--- src/rtl/systolic_matmul_pkg.sv ---
package systolic_matmul_pkg;

  // Strobes the sequencer hands to the datapath each cycle.
  typedef struct packed {
    logic feedEn;    // operand pins are routed into the chain this cycle
    logic tagFirst;  // the value entering now belongs to the first row of A
    logic clearAcc;  // zero every partial sum
    logic shiftOut;  // move partial sums one cell toward the output
  } ctrlStrb_t;

  typedef enum logic [2:0] {
    ST_IDLE,
    ST_LOAD,
    ST_DRAIN,
    ST_FINISH,
    ST_UNLOAD
  } ctrlState_t;

endpackage

--- src/rtl/smm_ctrl.sv ---
module smm_ctrl
  import systolic_matmul_pkg::*;
#(
  parameter int DIM = 4
) (
  input  logic      clk,
  input  logic      rstN,
  input  logic      start,
  output ctrlStrb_t strb,
  output logic      busy,
  output logic      done,
  output logic      resValid
);

  localparam int CELLS = DIM * DIM;
  localparam int CNT_W = $clog2(2 * CELLS);
  localparam int PH_W  = (DIM > 1) ? $clog2(DIM) : 1;

  ctrlState_t state;
  logic [CNT_W-1:0] cnt;
  logic [PH_W-1:0]  phase;

  always_ff @(posedge clk or negedge rstN) begin
    if (!rstN) begin
      state <= ST_IDLE;
      cnt   <= '0;
      phase <= '0;
    end else begin
      case (state)
        ST_IDLE: begin
          if (start) begin
            state <= ST_LOAD;
            cnt   <= '0;
            phase <= '0;
          end
        end
        ST_LOAD: begin
          cnt   <= cnt + 1'b1;
          phase <= (phase == PH_W'(DIM - 1)) ? '0 : phase + 1'b1;
          if (cnt == CNT_W'(CELLS - 1)) begin
            state <= ST_DRAIN;
            cnt   <= '0;
          end
        end
        ST_DRAIN: begin
          cnt <= cnt + 1'b1;
          // the last tagged A value reaches the final cell 2*CELLS-1 edges after loading ends
          if (cnt == CNT_W'(2 * CELLS - 2)) begin
            state <= ST_FINISH;
          end
        end
        ST_FINISH: begin
          state <= ST_UNLOAD;
          cnt   <= '0;
        end
        ST_UNLOAD: begin
          cnt <= cnt + 1'b1;
          if (cnt == CNT_W'(CELLS - 1)) begin
            state <= ST_IDLE;
          end
        end
        default: state <= ST_IDLE;
      endcase
    end
  end

  always_comb begin
    strb.feedEn   = (state == ST_LOAD);
    strb.tagFirst = (state == ST_LOAD) && (phase == '0);
    strb.clearAcc = (state == ST_IDLE) && start;
    strb.shiftOut = (state == ST_UNLOAD);
  end

  assign busy     = (state != ST_IDLE);
  assign done     = (state == ST_FINISH);
  assign resValid = (state == ST_UNLOAD);

endmodule

--- src/rtl/smm_handoff.sv ---
// Boundary stage between two blocks: delays slow B and the enable tag by one
// clock, which lines row i+1 of A up with the B rows of the next block.
module smm_handoff #(
  parameter int DW = 8
) (
  input  logic                 clk,
  input  logic                 rstN,
  input  logic signed [DW-1:0] bsFromPrev,
  input  logic                 tagFromPrev,
  output logic signed [DW-1:0] bsHeld,
  output logic                 tagHeld
);

  always_ff @(posedge clk or negedge rstN) begin
    if (!rstN) begin
      bsHeld  <= '0;
      tagHeld <= 1'b0;
    end else begin
      bsHeld  <= bsFromPrev;
      tagHeld <= tagFromPrev;
    end
  end

endmodule

--- src/rtl/smm_pe.sv ---
// One cell: two-register slow channels for A (with its tag) and B, a
// one-register fast B channel, and a partial sum that doubles as a shift stage.
module smm_pe #(
  parameter int DW   = 8,
  parameter int ACCW = 18
) (
  input  logic                   clk,
  input  logic                   rstN,
  input  logic                   clearAcc,
  input  logic                   shiftOut,
  input  logic signed [DW-1:0]   aEnt,
  input  logic                   tagEnt,
  input  logic signed [DW-1:0]   bsEnt,
  input  logic signed [DW-1:0]   bfSrc,
  input  logic signed [ACCW-1:0] accRight,
  output logic signed [DW-1:0]   aOut,
  output logic                   tagOut,
  output logic signed [DW-1:0]   bsOut,
  output logic signed [DW-1:0]   bfCur,
  output logic signed [ACCW-1:0] accCur
);

  logic signed [DW-1:0]   aSlowIn, aSlowOut;
  logic                   tagIn, tagLate;
  logic signed [DW-1:0]   bsSlowIn, bsSlowOut;
  logic signed [DW-1:0]   bFast;
  logic signed [ACCW-1:0] acc;
  logic signed [2*DW-1:0] prod;

  always_comb prod = aSlowIn * bFast;

  always_ff @(posedge clk or negedge rstN) begin
    if (!rstN) begin
      aSlowIn   <= '0;
      aSlowOut  <= '0;
      tagIn     <= 1'b0;
      tagLate   <= 1'b0;
      bsSlowIn  <= '0;
      bsSlowOut <= '0;
      bFast     <= '0;
      acc       <= '0;
    end else begin
      aSlowIn   <= aEnt;
      aSlowOut  <= aSlowIn;
      tagIn     <= tagEnt;
      tagLate   <= tagIn;
      bsSlowIn  <= bsEnt;
      bsSlowOut <= bsSlowIn;
      bFast     <= bfSrc;
      if (clearAcc) begin
        acc <= '0;
      end else if (shiftOut) begin
        acc <= accRight;
      end else if (tagIn) begin
        acc <= acc + ACCW'(prod);
      end
    end
  end

  assign aOut   = aSlowOut;
  assign tagOut = tagLate;
  assign bsOut  = bsSlowOut;
  assign bfCur  = bFast;
  assign accCur = acc;

endmodule

--- src/rtl/smm_datapath.sv ---
module smm_datapath
  import systolic_matmul_pkg::*;
#(
  parameter int DIM  = 4,
  parameter int DW   = 8,
  parameter int ACCW = 18
) (
  input  logic                   clk,
  input  logic                   rstN,
  input  ctrlStrb_t              strb,
  input  logic signed [DW-1:0]   aIn,
  input  logic signed [DW-1:0]   bIn,
  output logic signed [ACCW-1:0] resData
);

  localparam int CELLS = DIM * DIM;

  logic signed [DW-1:0]   aFeed, bFeed;
  logic                   tagFeed;

  logic signed [DW-1:0]   aOutArr  [CELLS];
  logic                   tagOutArr[CELLS];
  logic signed [DW-1:0]   bsOutArr [CELLS];
  logic signed [DW-1:0]   bfArr    [CELLS];
  logic signed [ACCW-1:0] accArr   [CELLS];

  // Outside the operand window the chain is fed zeros with no tag.
  assign aFeed   = strb.feedEn ? aIn : '0;
  assign bFeed   = strb.feedEn ? bIn : '0;
  assign tagFeed = strb.tagFirst;

  for (genvar q = 0; q < CELLS; q++) begin : g_cell
    localparam int COL = q % DIM;

    logic signed [DW-1:0]   aEnt, bsEnt, bfSrc;
    logic                   tagEnt;
    logic signed [ACCW-1:0] accRight;

    if (q == 0) begin : g_entry
      assign aEnt   = aFeed;
      assign tagEnt = tagFeed;
      assign bsEnt  = bFeed;
      assign bfSrc  = bFeed;
    end else if (COL == 0) begin : g_blockHead
      logic signed [DW-1:0] bsHeld;
      logic                 tagHeld;

      smm_handoff #(.DW(DW)) u_handoff (
        .clk        (clk),
        .rstN       (rstN),
        .bsFromPrev (bsOutArr[q-1]),
        .tagFromPrev(tagOutArr[q-1]),
        .bsHeld     (bsHeld),
        .tagHeld    (tagHeld)
      );

      // fast channel of the previous block is dropped here
      assign aEnt   = aOutArr[q-1];
      assign tagEnt = tagHeld;
      assign bsEnt  = bsHeld;
      assign bfSrc  = bsHeld;
    end else begin : g_inner
      assign aEnt   = aOutArr[q-1];
      assign tagEnt = tagOutArr[q-1];
      assign bsEnt  = bsOutArr[q-1];
      assign bfSrc  = bfArr[q-1];
    end

    if (q == CELLS - 1) begin : g_tail
      assign accRight = '0;
    end else begin : g_link
      assign accRight = accArr[q+1];
    end

    smm_pe #(.DW(DW), .ACCW(ACCW)) u_pe (
      .clk     (clk),
      .rstN    (rstN),
      .clearAcc(strb.clearAcc),
      .shiftOut(strb.shiftOut),
      .aEnt    (aEnt),
      .tagEnt  (tagEnt),
      .bsEnt   (bsEnt),
      .bfSrc   (bfSrc),
      .accRight(accRight),
      .aOut    (aOutArr[q]),
      .tagOut  (tagOutArr[q]),
      .bsOut   (bsOutArr[q]),
      .bfCur   (bfArr[q]),
      .accCur  (accArr[q])
    );
  end

  assign resData = accArr[0];

endmodule

--- src/rtl/systolic_matmul.sv ---
module systolic_matmul
  import systolic_matmul_pkg::*;
#(
  parameter int DIM = 4,
  parameter int DW  = 8,
  localparam int ACCW = 2 * DW + $clog2(DIM)
) (
  input  logic                   clk,
  input  logic                   rstN,
  input  logic                   start,
  input  logic signed [DW-1:0]   aIn,
  input  logic signed [DW-1:0]   bIn,
  output logic                   busy,
  output logic                   done,
  output logic                   resValid,
  output logic signed [ACCW-1:0] resData
);

  ctrlStrb_t strb;

  smm_ctrl #(.DIM(DIM)) u_ctrl (
    .clk     (clk),
    .rstN    (rstN),
    .start   (start),
    .strb    (strb),
    .busy    (busy),
    .done    (done),
    .resValid(resValid)
  );

  smm_datapath #(.DIM(DIM), .DW(DW), .ACCW(ACCW)) u_dp (
    .clk    (clk),
    .rstN   (rstN),
    .strb   (strb),
    .aIn    (aIn),
    .bIn    (bIn),
    .resData(resData)
  );

endmodule

--- config.mk ---
export PLATFORM = sky130hd
export DESIGN_NAME = systolic_matmul
export DESIGN_NICKNAME = d
export VERILOG_FILES = /design/src/rtl/systolic_matmul_pkg.sv /design/src/rtl/smm_ctrl.sv /design/src/rtl/smm_handoff.sv /design/src/rtl/smm_pe.sv /design/src/rtl/smm_datapath.sv /design/src/rtl/systolic_matmul.sv
export SDC_FILE = /design/constraint.sdc
export NUM_CORES = 2
export LEC_CHECK = 0
export BUFFER_PORTS_ARGS = -buffer_cell sky130_fd_sc_hd__buf_2
export CAP_MARGIN = 30
export CORE_UTILIZATION = 35
export CTS_BUF_LIST = sky130_fd_sc_hd__clkbuf_16
export DETAILED_ROUTE_END_ITERATION = 10
export HOLD_SLACK_MARGIN = 0.06
export PLACE_DENSITY_LB_ADDON = 0.25
export SYNTH_ARGS = -nofsm -noshare
export SYNTH_HDL_FRONTEND = slang
export SYNTH_SLANG_ARGS = --single-unit
--- constraint.sdc ---
create_clock -name clk -period 6.3 [get_ports clk]
set_input_delay 0.63 -clock clk [delete_from_list [all_inputs] [get_ports clk]]
set_output_delay 0.63 -clock clk [all_outputs]
set_load 0.005 [all_outputs]
Word level (Yosys, flattened, before mapping)
Index checks and enable logic that the tools add are counted.

Flip-flop bits (word level): 828. Input bits: 19. Output and inout port bits: 21. Word-level logic and storage cells: 248.

$add $sub $neg: 18. Multipliers: 16. Equality and inequality tests: 11. Muxes and demuxes: 61. Reductions and logical operators: 27.

Operators by type and width (count): two-way mux 18 bit (48); adder 18 x 16 -> 18 bit (16); multiplier 8 x 8 -> 16 bit (16); nonzero test 3 bit (17); case mux 5 bit (4 select lines) (1); two-way mux 8 bit (2); case mux 3 bit (5 select lines) (1); two-way mux 3 bit (4); two-way mux 5 bit (2); equality test 3 x 2 -> 1 bit (second input constant) (2); adder 5 x 1 -> 5 bit (second input constant) (1); equality test 5 x 4 -> 1 bit (second input constant) (1); equality test 5 bit (second input constant) (1); two-way mux 2 bit (2); inequality test 2 x 1 -> 1 bit (second input constant) (2); inequality test 2 bit (second input constant) (2); case mux 2 bit (2 select lines) (1); AND reduction 2 bit (2); AND reduction 4 bit (1); nonzero test 4 bit (1); equality test 3 x 1 -> 1 bit (second input constant) (1); equality test 3 bit (second input constant) (1); logical NOT 3 bit (1); adder 2 x 1 -> 2 bit (second input constant) (1); other kinds (5) (6).

Longest topological paths before layout
Word-level depth: 5. Mapped depth: 20. Mapped depth without buffers: 19.

Cells and area by module
A second synthesis with hierarchy kept.

Cell total of the unflattened synthesis: 7757. Area, all modules: 84469.8 um^2.

Modules (own cells, without submodules): smm_pe (u_dp.g_cell[13].u_pe ...) (instances 9, cells an instance 476, area each 5175.0 um^2, sequential area each 1501.4 um^2); smm_pe (u_dp.g_cell[10].u_pe ...) (instances 2, cells an instance 483, area each 5251.3 um^2, sequential area each 1501.4 um^2); smm_pe (u_dp.g_cell[0].u_pe ...) (instances 2, cells an instance 483, area each 5232.5 um^2, sequential area each 1501.4 um^2); smm_pe (u_dp.g_cell[8].u_pe ...) (instances 2, cells an instance 468, area each 5117.4 um^2, sequential area each 1501.4 um^2); smm_pe (u_dp.g_cell[7].u_pe) (instances 1, cells an instance 478, area each 5170.0 um^2, sequential area each 1501.4 um^2); smm_ctrl (instances 1, cells an instance 82, area each 716.9 um^2, sequential area each 250.2 um^2); smm_handoff (instances 3, cells an instance 9, area each 225.2 um^2, sequential area each 225.2 um^2); smm_datapath (instances 1, cells an instance 18, area each 130.1 um^2, sequential area each 0.0 um^2).

Worst setup path before layout
OpenSTA, ideal clock, no wires.

Path type: flip-flop to flip-flop. From: register u_dp.g_cell[12].u_pe.bFast[0]. To: register u_dp.g_cell[12].u_pe.acc[15]. Setup time: 86 ps. Arrival time: 4956 ps. Data required time: 6214 ps. Slack: 1258 ps. Cell stages (with the launch flop): 17. Path buffers: 0. Period minus slack after synthesis: 5042 ps. Path through: dfrtp_1 -> and2_1 -> inv_1 -> fa_1 -> inv_1 -> fa_1 -> fa_1 -> fa_1 -> fa_1 -> ha_1 -> o21ai_1 -> o21a_1 -> o311a_1 -> a21oi_2 -> mux2i_1 -> a211oi_2 -> nor3_1.

Cells in the longest elaborated chain, start to end: 5.

RTL lines: from (decl) (line smm_pe.sv:26) `logic signed [DW-1:0] bFast;`; from (signal assigned) (line smm_pe.sv:49) `bFast <= bfSrc;`; multiplier 8 x 8 -> 16 bit (line smm_pe.sv:30) `always_comb prod = aSlowIn * bFast;`; adder 18 x 16 -> 18 bit (line smm_pe.sv:55) `acc <= acc + ACCW'(prod);`; two-way mux 18 bit (line smm_pe.sv:54) `end else if (tagIn) begin`; two-way mux 18 bit (line smm_pe.sv:52) `end else if (shiftOut) begin`; two-way mux 18 bit (line smm_pe.sv:50) `if (clearAcc) begin`; to (signal assigned) (line smm_pe.sv:53) `acc <= accRight;`; to (signal assigned) (line smm_pe.sv:55); to (decl) (line smm_pe.sv:27) `logic signed [ACCW-1:0] acc;`.

No other way between the ends. The select of a mux whose other input is x is not followed. A chain may end at the register's enable or synchronous reset.

Worst setup path after layout
From: register u_dp.g_cell[7].u_pe.aSlowIn[7]. To: register u_dp.g_cell[7].u_pe.acc[17].

Cells in the longest elaborated chain, start to end: 5.

RTL lines: from (decl) (line smm_pe.sv:23) `logic signed [DW-1:0] aSlowIn, aSlowOut;`; from (signal assigned) (line smm_pe.sv:43) `aSlowIn <= aEnt;`; multiplier 8 x 8 -> 16 bit (line smm_pe.sv:30); adder 18 x 16 -> 18 bit (line smm_pe.sv:55); two-way mux 18 bit (line smm_pe.sv:54); two-way mux 18 bit (line smm_pe.sv:52); two-way mux 18 bit (line smm_pe.sv:50); to (signal assigned) (line smm_pe.sv:53); to (signal assigned) (line smm_pe.sv:55); to (decl) (line smm_pe.sv:27).

No other way between the ends. The select of a mux whose other input is x is not followed.

==> run_results.csv <==
group,metric,value,unit
sta,finalMaxSlewViolations,0,
sta,fin_ws,0.949,ns
sta,relSlewSlack,34.1,%
drt,drt_iter0_markers,2468,
clock_tree,cts_made_buffers,101,
clock_tree,htreeDepth,3,
synthesis,synth_cells,7346,
status,outcome,"finished clean",
sta,setup_viol,0,
floorplan,die-width,479,um
setup_path,r2r_slack,0.95,ns
sta,setup_tns,0,ns
sta,finClkSkew,0.0560,ns
global_route,grt_max_degree,156,
floorplan,start_util,35.3,%
synthesis,netlist_top_cells_area,"fa_1 (32%), dfrtp_1 (26%), ha_1 (11%)",
setup_path,endpoint_kind,"register",
place,portBuffers,39,
worst_hold_path,min_path_type,"reg -> reg",
setup_path,critical_path_required,6.87,ns
finish,fill_cells,22197,
finish,final_cell_mix,"inv_1 (1,397), fa_1 (1,280), dfrtp_1 (828)",
drt,wl_per_cell,17.6,um
drt,ant_nets,0,
finish,final_common_cell,"inv_1",
clock_tree,clock_tree.root_cell,"clkbuf_16",
synthesis,yosysSeqAreaShare,26.0,%
synthesis,yosys_warnings,0,
worst_hold_path,hold_path_depth,0,
setup_path,critPathKind,"reg -> reg",
drt,drt-total-wl,184000,um
global_route,grt_pass1_vias,55811,
setup_path,rr_endpoint,"u_dp.g_cell[7].u_pe.accCur[17]",
sta,tightestPinTransition,0.989,ns
synthesis,synth_area,79700,sq um
drt,dr.pass1.iters,6,
synthesis,syn_area_per_cell,10.9,sq um
synthesis,ys_types,76,
floorplan,std_cell_rows,174,
setup_path,crit-reg2reg-launch,"u_dp.g_cell[7].u_pe.aSlowIn[7]",
finish,drive_gt1_share,5.15,%
floorplan,die_area,230000,sq um
clock_tree,cts.sinks,828,
setup_path,cp-start-kind,"register",
setup_path,crit_arrival,5.92,ns
clock_tree,cts_resized,0,
setup_path,r2r_cells,17,
global_route,grt_pass1_wl,311000,um
synthesis,synth_async_sr_flop_share,100,%
sta,hold_violations,0,
synthesis,yosys.area.top_type,"fa_1",
synthesis,netlist.area_leader.share,32.1,%
sta,fmaxAchievable,187,MHz
finish,area_delta_synth_final,9.30,%
clock_tree,postCtsSetupBuffers,0,
worst_hold_path,holdPathEnd,"u_dp.g_cell[10].u_pe.aSlowIn[5]",
place,hpwl,142000,um
clock_tree,clk_pin_slew,0.07,ns
synthesis,synth_edf_count,0,
worst_hold_path,min_from,"u_dp.g_cell[9].u_pe.aOut[5]",
global_route,antenna_found_initial,1,
sta,post-route-period-util,84.9,%
floorplan,die_y,479,um
place,dp_slack,0.986,ns
sta,fin_crit,5.35,ns
place,gp_congestion,0.824,
flow_run,drv_cap,0,
clock_tree,clk_latency,0.75,ns
clock_tree,cts_buffer_depth,3,
floorplan,ioPinCount,40,
sta,rsz0062_at_grt,"false",
drt,avgViaCountPerCell,4.83,
drt,dr_total_vias,50598,
global_route,track_usage,16.9,%
clock_tree,cts_tree,"built",
global_route,grt.overflow.total,0,
setup_path,crit_fanout,11,
synthesis,synth-main-ff-cell,"dfrtp_1",
floorplan,coreArea,226000,sq um
finish,nets,9384,
synthesis,synth_seq_cells,828,
synthesis,synth_fp_nets,9323,
drt,drcViolationCount,0,
sequential cells by signal, summed over array words and instances (netlist names), 16 cells and up:
register                                  flops
u_dp.g_cell.g_blockHead.u_handoff.bsHeld     24
u_dp.g_cell.u_pe.aOut                       120
u_dp.g_cell.u_pe.aSlowIn                    128
u_dp.g_cell.u_pe.accCur                     288
u_dp.g_cell.u_pe.bfCur                       64
u_dp.g_cell.u_pe.bsOut                       88
u_dp.g_cell.u_pe.bsSlowIn                    72
u_dp.g_cell.u_pe.tagIn                       16
cell usage after synthesis (97+ instances only):
cell / count
inv_1: 1383
fa_1: 1280
dfrtp_1: 828
ha_1: 678
and2_1: 532
nand2_1: 504
nor2_1: 310
a21oi_1: 269
xnor2_1: 225
mux2i_1: 164
o21ai_0: 137
a211oi_1: 97
critical path, stage by stage (launching register included):
cell,delay [ns]
dfrtp_1,0.56
and2_1,0.19
buf_4,0.24
inv_1,0.09
fa_1,0.49
inv_1,0.06
fa_1,0.48
fa_1,0.59
fa_1,0.45
fa_1,0.45
ha_1,0.33
o21ai_0,0.12
o21bai_1,0.30
o2111ai_1,0.27
a21oi_1,0.20
o22ai_1,0.11
xnor2_1,0.17
o22ai_1,0.09
routing by layer:
metal,part of all wire (%),GRT usage (%),vias up,wire length (um)
li1,-,-,23211,-
met1,46,23.5,26565,85100
met2,49,28.5,631,90700
met3,2.9,1.74,191,5330
met4,1.6,3.43,0,3010
met5,0,0,-,0
cell families (layout without fill, tap and decap cells):
logic type                 after synthesis  after routing  share of synthesized area [%]
DFF                                    828            828                           26.0
other                                    0              1                              0
AOI/OAI and AO/OA                      919            919                           7.96
and+or+nand+nor                       1629           1629                           10.4
adders and majority gates             1958           1958                           42.8
muxes                                  172            172                           2.17
xor gates and xnor gates               288            288                           3.16
buffers and inverters                 1552           1695                           7.58
metrics by stage:
stage | hold slack [ns] | std cells | util (%) | cell area (sq um)
after floorplan | 0.331 | 7346 | - | 79700
after global placement | 0.331 | 10272 | 37.0 | 83400
after detailed placement | 0.335 | 10279 | 37.1 | 83600
after CTS | 0.302 | 10481 | 38.6 | 87100
after global routing | 0.344 | 10481 | 38.6 | 87100
final | 0.336 | 10482 | 38.6 | 87100
final cells by class:
type | instances | area (sq um) | area share, %
Antenna cell | 1 | 2.50 | 0.00287
Clock inverter | 84 | 876 | 1.01
Tap cell | 2992 | 3740 | 4.30
Sequential cell | 828 | 20700 | 23.8
Inverter | 1393 | 5240 | 6.01
Multi-Input combinational cell | 4966 | 53000 | 60.8
Clock buffer | 101 | 2530 | 2.90
Timing Repair Buffer | 117 | 1060 | 1.22
worst max path at each step:
stage | slack, ns | to | start | cells past startpoint
after floorplan | 1.26 | u_dp.g_cell[12].u_pe.accCur[15] | u_dp.g_cell[12].u_pe.bfCur[0] | 16
after global placement | 0.98 | u_dp.g_cell[4].u_pe.accCur[15] | u_dp.g_cell[4].u_pe.bfCur[0] | 17
after detailed placement | 0.99 | u_dp.g_cell[9].u_pe.accCur[17] | u_dp.g_cell[8].u_pe.bsOut[1] | 14
after CTS | 0.95 | u_dp.g_cell[9].u_pe.accCur[17] | u_dp.g_cell[8].u_pe.bsOut[1] | 14
after global routing | 0.61 | u_dp.g_cell[7].u_pe.accCur[17] | u_dp.g_cell[7].u_pe.aSlowIn[7] | 17
final | 0.95 | u_dp.g_cell[7].u_pe.accCur[17] | u_dp.g_cell[7].u_pe.aSlowIn[7] | 17
timing repair:
action                                  CTS  global route
hold buffers                             17             0
endpoints found under the setup margin    0             0
endpoints found under the hold margin    83             0
Power is left out: the tool's default activity adds up to more than one toggle a clock period on the data nets, which glitch-free logic cannot reach.
